==> src/rtl/freq_pkg.sv <==
package freq_pkg;
  localparam int RATIO_W = 6;
  typedef logic [RATIO_W-1:0] ratio_t;
  localparam int FLOOR_RATIO_DEF = 9;
  localparam int MAX_RATIO_DEF = 26;
endpackage

==> src/rtl/ratio_clamp.sv <==
module ratio_clamp
  import freq_pkg::*;
#(
  parameter int LO = FLOOR_RATIO_DEF,
  parameter int HI = MAX_RATIO_DEF
) (
  input  ratio_t raw_i,
  output ratio_t lim_o
);
  localparam ratio_t LO_R = ratio_t'(LO);
  localparam ratio_t HI_R = ratio_t'(HI);

  always_comb begin
    if (raw_i < LO_R)      lim_o = LO_R;
    else if (raw_i > HI_R) lim_o = HI_R;
    else                   lim_o = raw_i;
  end
endmodule

==> src/rtl/active_max.sv <==
module active_max
  import freq_pkg::*;
#(
  parameter int N_CORES = 4,
  parameter int FLOOR   = FLOOR_RATIO_DEF
) (
  input  ratio_t [N_CORES-1:0] lim_i,
  input  logic   [N_CORES-1:0] sleep_i,
  output ratio_t               best_o
);
  // Inputs are already clamped at or above FLOOR, so starting from FLOOR
  // also covers the case where every core is asleep.
  always_comb begin
    best_o = ratio_t'(FLOOR);
    for (int i = 0; i < N_CORES; i++) begin
      if (!sleep_i[i] && (lim_i[i] > best_o)) best_o = lim_i[i];
    end
  end
endmodule

==> src/rtl/core_apply_slot.sv <==
module core_apply_slot
  import freq_pkg::*;
#(
  parameter int FLOOR = FLOOR_RATIO_DEF
) (
  input  logic   clk,
  input  logic   rst,
  input  logic   rdy_i,
  input  logic   chg_i,
  input  ratio_t nxt_i,
  output ratio_t app_o,
  output ratio_t app_d_o
);
  logic   pend_q;
  ratio_t pend_r_q;
  ratio_t app_q;

  // Value the applied ratio will hold after the coming edge.
  assign app_d_o = (rdy_i && pend_q) ? pend_r_q : app_q;
  assign app_o   = app_q;

  always_ff @(posedge clk) begin
    if (rst) begin
      pend_q   <= 1'b0;
      pend_r_q <= ratio_t'(FLOOR);
      app_q    <= ratio_t'(FLOOR);
    end else begin
      if (rdy_i && pend_q) begin
        app_q  <= pend_r_q;
        pend_q <= 1'b0;
      end
      // A new target always leaves an update pending. If it arrives in the
      // same cycle as a ready strobe, it replaces the value just consumed.
      if (chg_i) begin
        pend_q   <= 1'b1;
        pend_r_q <= nxt_i;
      end
    end
  end

  assert_pend_capture_R6: assert property (@(posedge clk) disable iff (rst)
    $past(chg_i) |-> (pend_q && (pend_r_q == $past(nxt_i))));

  assert_pend_overwrite_R8: assert property (@(posedge clk) disable iff (rst)
    ($past(chg_i) && $past(pend_q) && !$past(rdy_i)) |-> (pend_r_q == $past(nxt_i)));

  assert_apply_take_R7: assert property (@(posedge clk) disable iff (rst)
    $past(rdy_i && pend_q) |-> (app_q == $past(pend_r_q)));

  assert_apply_hold_R7: assert property (@(posedge clk) disable iff (rst)
    !$past(rdy_i && pend_q) |-> $stable(app_q));
endmodule

==> src/rtl/freq_resolver_top.sv <==
module freq_resolver_top
  import freq_pkg::*;
#(
  parameter int N_CORES     = 4,
  parameter int FLOOR_RATIO = FLOOR_RATIO_DEF,
  parameter int MAX_RATIO   = MAX_RATIO_DEF
) (
  input  logic                       clk,
  input  logic                       rst,
  input  logic [N_CORES*RATIO_W-1:0] core_req,
  input  logic [N_CORES-1:0]         core_sleep,
  input  logic [N_CORES-1:0]         core_ready,
  output logic [N_CORES*RATIO_W-1:0] core_ratio,
  output logic [RATIO_W-1:0]         target_ratio,
  output logic                       target_chg,
  output logic                       ratio_skew
);
  localparam ratio_t FLOOR_R = ratio_t'(FLOOR_RATIO);
  localparam ratio_t MAX_R   = ratio_t'(MAX_RATIO);

  ratio_t [N_CORES-1:0] req_lim;
  ratio_t [N_CORES-1:0] app_q;
  ratio_t [N_CORES-1:0] app_d;
  ratio_t               res_d;
  ratio_t               res_q;
  logic                 chg_d;
  logic                 chg_q;
  logic                 skew_d;
  logic                 skew_q;

  for (genvar g = 0; g < N_CORES; g++) begin : g_core
    ratio_clamp #(.LO(FLOOR_RATIO), .HI(MAX_RATIO)) u_clamp (
      .raw_i (core_req[g*RATIO_W +: RATIO_W]),
      .lim_o (req_lim[g])
    );

    core_apply_slot #(.FLOOR(FLOOR_RATIO)) u_slot (
      .clk     (clk),
      .rst     (rst),
      .rdy_i   (core_ready[g]),
      .chg_i   (chg_d),
      .nxt_i   (res_d),
      .app_o   (app_q[g]),
      .app_d_o (app_d[g])
    );

    assign core_ratio[g*RATIO_W +: RATIO_W] = app_q[g];
  end

  active_max #(.N_CORES(N_CORES), .FLOOR(FLOOR_RATIO)) u_max (
    .lim_i   (req_lim),
    .sleep_i (core_sleep),
    .best_o  (res_d)
  );

  assign chg_d = (res_d != res_q);

  always_comb begin
    skew_d = 1'b0;
    for (int i = 0; i < N_CORES; i++) begin
      if (app_d[i] != res_d) skew_d = 1'b1;
    end
  end

  always_ff @(posedge clk) begin
    if (rst) begin
      res_q  <= FLOOR_R;
      chg_q  <= 1'b0;
      skew_q <= 1'b0;
    end else begin
      res_q  <= res_d;
      chg_q  <= chg_d;
      skew_q <= skew_d;
    end
  end

  assign target_ratio = res_q;
  assign target_chg   = chg_q;
  assign ratio_skew   = skew_q;

  assert_target_range_R4: assert property (@(posedge clk) disable iff (rst)
    (res_q >= FLOOR_R) && (res_q <= MAX_R));

  assert_all_asleep_floor_R3: assert property (@(posedge clk) disable iff (rst)
    $past(&core_sleep) |-> (res_q == FLOOR_R));

  assert_chg_pulse_R5: assert property (@(posedge clk) disable iff (rst)
    chg_q == (res_q != $past(res_q)));

  assert_skew_match_R9: assert property (@(posedge clk) disable iff (rst)
    skew_q == (core_ratio != {N_CORES{res_q}}));
endmodule

==> config.mk <==
export PLATFORM = sky130hd
export DESIGN_NAME = freq_resolver_top
export DESIGN_NICKNAME = d
export VERILOG_FILES = /design/src/rtl/freq_pkg.sv /design/src/rtl/ratio_clamp.sv /design/src/rtl/active_max.sv /design/src/rtl/core_apply_slot.sv /design/src/rtl/freq_resolver_top.sv
export SDC_FILE = /design/constraint.sdc
export NUM_CORES = 1
export LEC_CHECK = 0
export ABC_AREA = 1
export CAP_MARGIN = 20
export CORE_ASPECT_RATIO = 0.6
export CORE_MARGIN = 1
export CORE_UTILIZATION = 45
export CTS_BUF_LIST = sky130_fd_sc_hd__clkbuf_2 sky130_fd_sc_hd__clkbuf_4 sky130_fd_sc_hd__clkbuf_8
export DETAILED_ROUTE_END_ITERATION = 16
export PLACE_DENSITY = 0.71
export REMOVE_ABC_BUFFERS = 1
export SLEW_MARGIN = 20
export SYNTH_ARGS = -nofsm -noshare
export SYNTH_HDL_FRONTEND = slang
export SYNTH_SLANG_ARGS = --single-unit
==> constraint.sdc <==
create_clock -name clk -period 6.25 [get_ports clk]
set_clock_uncertainty 0.2 [all_clocks]
set_input_delay 1.25 -clock clk [delete_from_list [all_inputs] [get_ports clk]]
set_output_delay 1.25 -clock clk [all_outputs]
set_load 0.05 [all_outputs]
After elaboration in Yosys (flattened, before gate mapping)
Index checks and enable logic that the tools add are counted.

word-level totals
  register bits after elaboration = 42
  bits in latches = 0
  memory bits (writable) = 0
  memory bits (read-only) = 0
  input bits = 34
  output and inout bits = 32
  logic and storage cells = 73
  memories kept = 0

cells by class
  add/subtract/negate cells = 0
  $mul = 0
  divide/modulo/power cells = 0
  magnitude comparators = 12
  equal/unequal tests = 5
  shift operators = 0
  mux-type cells = 28
  bitwise gates (word level) = 0
  reduce and logical (&&, ||, !) cells = 16

operator list
  operator                                                       number
  2-to-1 mux 6 bit                                               16
  != test 6 bit                                                  5
  greater-than comparator 6 x 5 -> 1 bit, second input constant  4
  < comparator 6 x 4 -> 1 bit, second input constant             4
  greater-than comparator 6 bit                                  3
  2-to-1 mux 1 bit                                               12
  logical AND 1 bit                                              8
  nonzero test 2 bit                                             4
  greater-than comparator 6 x 4 -> 1 bit, second input constant  1
  zero test 1 bit                                                4

Depth between registers and ports, before layout
  depth in word-level cells = 20
  gate-level depth with buffers = 42
  depth with buffers taken out = 42

Modules after synthesis
Synthesis repeated with hierarchy kept, for this count alone.

second synthesis, totals
  cell total of the unflattened synthesis = 654
  area, all modules = 4244.1 um^2

by module, submodules not included
  module             times used  cells an instance  area an instance (um^2)  seq. area each (um^2)
  core_apply_slot    4           75                 563.0                    260.2
  active_max         1           144                852.1                    0.0
  freq_resolver_top  1           102                584.3                    160.2
  ratio_clamp        4           27                 138.9                    0.0

Least setup slack after synthesis
Ideal clock, no wire load.

  path kind = input port to flip-flop
  start = in core_req[1]
  end = reg g_core[0].u_slot.pend_q
  library setup time = 0.114 ns
  arrival time = 5.302 ns
  required time = 5.936 ns
  setup slack = 0.634 ns
  cell stages on the path = 38
  buffers on the path = 0
  path through = o21ai_2 > nand2_2 > nand3_2 > nand3_1 > inv_1 > ha_1 > nand2_1 > nor2_1 > a21oi_1 > nand2_2 > inv_2 > nand2_1 > nand2_1 > inv_1 > ha_1 > nand2_1 > nor2_1 > o21ai_1 > [2 not listed] > inv_2 > nand2_1 > and2_1 > ha_1 > nand2_1 > nor2_4 > o21ai_2 > o211ai_2 > nand3b_4 > or2_4 > nand2_2 > nand2_2 > nand2_4 > inv_2 > nor2_4 > nand3_4 > nand2_4 > nand2_2

between the ends
  cells in the longest elaborated chain, start to end = 17
  elaborated cells on any way between the ends = 19
  classes of those cells = order compare (6); eq/ne (1); mux (7); reduce/logical (5)

ends and longest elaborated chain
  element                                                        line                     source
  start: declaration                                             freq_resolver_top.sv:10  input logic [N_CORES*RATIO_W-1:0] core_req,
  greater-than comparator 6 x 5 -> 1 bit                         ratio_clamp.sv:15        else if (raw_i > HI_R) lim_o = HI_R;
  2-to-1 mux 6 bit                                               ratio_clamp.sv:15
  2-to-1 mux 6 bit *                                             ratio_clamp.sv:14        if (raw_i < LO_R) lim_o = LO_R;
  greater-than comparator 6 x 4 -> 1 bit                         active_max.sv:16         if (!sleep_i[i] && (lim_i[i] > best_o)) best_o = lim_i[i];
  logical AND 1 bit                                              active_max.sv:16
  2-to-1 mux 6 bit *                                             active_max.sv:16
  greater-than comparator 6 bit                                  active_max.sv:16
  logical AND 1 bit                                              active_max.sv:16
  2-to-1 mux 6 bit *                                             active_max.sv:16
  greater-than comparator 6 bit                                  active_max.sv:16
  logical AND 1 bit                                              active_max.sv:16
  2-to-1 mux 6 bit *                                             active_max.sv:16
  greater-than comparator 6 bit                                  active_max.sv:16
  logical AND 1 bit                                              active_max.sv:16
  2-to-1 mux 6 bit *                                             active_max.sv:16
  != test 6 bit *                                                freq_resolver_top.sv:56  assign chg_d = (res_d != res_q);
  2-to-1 mux 1 bit / nonzero test 2 bit (equally long branches)  n/a
  end signal: assignment                                         core_apply_slot.sv:24    pend_q <= 1'b0;
  end signal: assignment                                         core_apply_slot.sv:30    pend_q <= 1'b0;
  end signal: assignment                                         core_apply_slot.sv:35    pend_q <= 1'b1;
  end: declaration                                               core_apply_slot.sv:14    logic pend_q;

Every way passes the cells marked *; elsewhere a longest branch is shown, timed or not.
A chain may end at the register's enable or synchronous reset.

Final worst setup path
  start = in core_req[8]
  end = reg g_core[1].u_slot.pend_r_q[1]

between the ends
  cells in the longest elaborated chain, start to end = 13
  elaborated cells on any way between the ends = 14
  classes of those cells = order compare (5); eq/ne (1); mux (5); reduce/logical (3)

ends and longest elaborated chain
  element                                 line                     source
  greater-than comparator 6 x 5 -> 1 bit  ratio_clamp.sv:15
  2-to-1 mux 6 bit                        ratio_clamp.sv:15
  2-to-1 mux 6 bit *                      ratio_clamp.sv:14
  greater-than comparator 6 bit           active_max.sv:16
  logical AND 1 bit                       active_max.sv:16
  2-to-1 mux 6 bit *                      active_max.sv:16
  greater-than comparator 6 bit           active_max.sv:16
  logical AND 1 bit                       active_max.sv:16
  2-to-1 mux 6 bit *                      active_max.sv:16
  greater-than comparator 6 bit           active_max.sv:16
  logical AND 1 bit                       active_max.sv:16
  2-to-1 mux 6 bit *                      active_max.sv:16
  != test 6 bit                           freq_resolver_top.sv:56
  end signal: assignment                  core_apply_slot.sv:25    pend_r_q <= ratio_t'(FLOOR);
  end signal: assignment                  core_apply_slot.sv:36    pend_r_q <= nxt_i;
  end: declaration                        core_apply_slot.sv:15    ratio_t pend_r_q;

Marks and branches as above.

==> impl_metrics.py <==
metrics = {
    "floorplan": {
        "pin_count": 66,
        "core_sq_um": 6330,
        "die_w_microns": 109,
        "die_area_sq_um": 7150,
        "initial_core_util_pct": 48.4,
        "rows": 22,
        "fp.dieH_microns": 65.9,
    },
    "synthesis": {
        "yosysSeqAreaShare_pct": 27.5,
        "synth_area_sq_um": 3060,
        "syn_avg_cell_area_sq_um": 6.84,
        "ys_ff_latch": 42,
        "synth-warning-count": 0,
        "synth_top_area_cell": "dfxtp_1",
        "ys_types": 38,
        "synth.top_cell.area_share_pct": 27.5,
        "netlist_top_cells_area": "dfxtp_1, nand2_1, ha_1",
        "synth_cells": 448,
    },
    "drt": {
        "num_vias": 3265,
        "antenna_left": 0,
        "wire_per_inst_microns": 13.4,
        "firstDrtPassIters": 5,
        "drt-vias-per-instance": 5.00,
        "routed_wl_microns": 8740,
        "drtIter0Drc": 199,
        "drc": 0,
    },
    "global_route": {
        "antenna_found_initial": 0,
        "grt_pass1_wl_microns": 13900,
        "grt_max_degree": 23,
        "grt_usage_pct": 25.1,
        "grt_pass1_vias": 2966,
        "grt_overflow": 0,
    },
    "clock_tree": {
        "cts_num_sinks": 42,
        "cts_max_path_buffers": 2,
        "cts_hold_buf": 0,
        "cts_buffers": 5,
        "clk_pin_slew_ps": 90,
        "cts_tree": "yes",
        "htreeDepth": 2,
        "root_buffer": "clkbuf_8",
        "clk_latency_ps": 290,
    },
    "sta": {
        "min_period_ps": 5910,
        "max-slew-margin-rel_pct": 43.4,
        "slew_violations": 0,
        "final_hold_viol_count": 0,
        "period_share_pct": 94.5,
        "clock.fmax_ghz": 0.169,
        "tightest_slew_ps": 847,
        "setup_viol": 0,
        "timing.setup.tns_ps": 0,
    },
    "critical_path": {
        "arrival_ps": 5890,
        "max_stage_delay_ps": 290,
        "critPathRequiredTime_ps": 6230,
        "cp_max_fo": 7,
        "r2r_end": "ratio_skew",
        "setup.worst_path.end_class": "flop",
        "crit_path_top_delay_cell": "ha_1",
        "regToRegSetupSlack_ps": 3940,
        "setup.worst_path.start_class": "input pin",
        "cp_num_buf_inv": 8,
        "path_class": "input pin to flop",
        "timing.critical_path.mode_cell": "nand2_1",
        "reg2reg_depth": 10,
        "reg2reg_from": "g_core[3].u_slot.pend_q",
        "cp_top_family": "simple AND/OR/NAND/NOR gates",
    },
    "final_layout": {
        "syn2layout_area_growth_pct": 47.6,
        "final_common_cell": "nand2_1",
        "fill_cells": 512,
        "fin_area_sq_um": 4520,
        "final_cell_mix": "nand2_1, inv_1, clkdlybuf4s50_1, buf_4, dfxtp_1",
        "drive_above_1_share_pct": 25.3,
        "seqCellArea_sq_um": 841,
        "multiInputGateArea_sq_um": 2150,
        "stdcell_count": 653,
        "finish.net_count": 620,
        "antennaDiodeCount": 0,
    },
    "placement": {
        "io_buffers": 65,
        "place_area_sq_um": 4130,
        "placed_cells": 639,
        "hpwl_microns": 6850,
        "gp_congestion": 0.917,
    },
    "run": {
        "max_cap_violations": 0,
    },
    "status": {
        "status": "completed",
    },
    "worst_hold_path": {
        "min_to": "g_core[1].u_slot.pend_q",
        "hold_path.class": "flop to flop",
        "min_path_cells": 2,
        "worstHoldStart": "g_core[1].u_slot.pend_q",
    },
    "power_and_ir_drop": {
        "leakagePower_nw": 2.39,
        "vdd_drop_max_mv": 0.179,
        "power_density_nw_per_um2": 245,
    },
}
==> cells in the mapped netlist, drive strengths merged <==
master	n
o21bai	1
nand3	55
or4	1
a31oi	1
o31ai	1
and2	2
o211ai	2
dfxtp	42
conb	2
nor4	1
nand4	12
nand2	136
mux2i	13
a21boi	1
inv	63
o21ai	14
a21oi	18
nor2	50
ha	18
or2	2
nand3b	8
clkbuf	4
nor3	1
==> power by group <==
| part | switching, mW | total (mW) | internal [mW] | leakage [nW] |
|---|---|---|---|---|
| clock network | 0.0933 | 0.264 | 0.170 | 0.0714 |
| logic | 0.314 | 0.529 | 0.215 | 1.97 |
| registers | 0.0216 | 0.315 | 0.294 | 0.346 |
| total | 0.429 | 1.11 | 0.679 | 2.39 |
==> metal layers <==
| layer | wire length, microns | global-route usage [%] | up-vias | part of all wire [%] |
|---|---|---|---|---|
| met5 | 0 | 0 | - | 0 |
| met4 | 56 | 4.90 | 0 | 0.64 |
| met3 | 558 | 4.63 | 6 | 6.4 |
| met2 | 3360 | 33.9 | 106 | 38 |
| met1 | 4770 | 39.9 | 1462 | 55 |
| li1 | - | - | 1691 | - |
==> state kept, by name, summed over array words and instances (netlist names) <==
name                    flops
g_core.u_slot.app_o        24
g_core.u_slot.pend_q        4
g_core.u_slot.pend_r_q      6
ratio_skew                  1
target_chg                  1
target_ratio                6
==> timing repair <==
action	4_1_cts	5_1_grt
resized for setup	1	56
setup endpoints to repair	8	13
buffers inserted	0	6
pin swaps	1	18
==> cells by family (layout without fill, tap and decap cells) <==
group / Yosys count / in the layout / synth area share [%]
compound gates: 38 / 38 / 8.05
flops: 42 / 42 / 27.5
simple gates: 268 / 268 / 44.4
fa+ha+maj: 18 / 18 / 7.35
mux: 13 / 13 / 4.25
other cells: 2 / 7 / 0.245
buf+inv: 67 / 183 / 8.21
==> how the worst max path moves through the flow <==
| stage | cells past startpoint | endpoint | start |
|---|---|---|---|
| floorplan | 38 | g_core[0].u_slot.pend_q | core_req[1] |
| global placement | 40 | g_core[1].u_slot.pend_q | core_req[8] |
| detailed placement | 40 | g_core[3].u_slot.pend_q | core_req[9] |
| CTS | 40 | g_core[1].u_slot.pend_r_q[1] | core_req[9] |
| global route | 39 | g_core[1].u_slot.pend_r_q[5] | core_req[8] |
| finish | 41 | g_core[1].u_slot.pend_r_q[1] | core_req[8] |
==> worst reg2reg max path, stage by stage (launching register included) <==
cell and delay [ps]:
dfxtp_1 340, nand2_1 270, nand2_1 130, o21ai_0 150, or4_1 530, nand2_1 70, nand2_1 50, nor2_1 120
nand4_1 130, nor2_1 110, nor2_1 40
==> area by class of cell <==
cell class	count	share of cell area, %
inverters	63	5.45
clock buffers	6	1.83
repair buffers	112	23.0
well taps	84	2.32
multi-input cells	344	47.5
clock inverters	2	1.33
flip-flops and latches	42	18.6
==> through the flow <==
step,util (%),setup slack [ps],total power [mW],hold slack (ps)
after floorplan,-,628,0.624,264
after global placement,65.2,-185,0.795,272
after detailed placement,65.2,-307,0.802,273
after CTS,67.6,9.64,1.07,291
after global routing,71.4,-44.6,1.17,323
final,71.4,341,1.11,291
No activity file was read; power rests on OpenSTA's default activity.
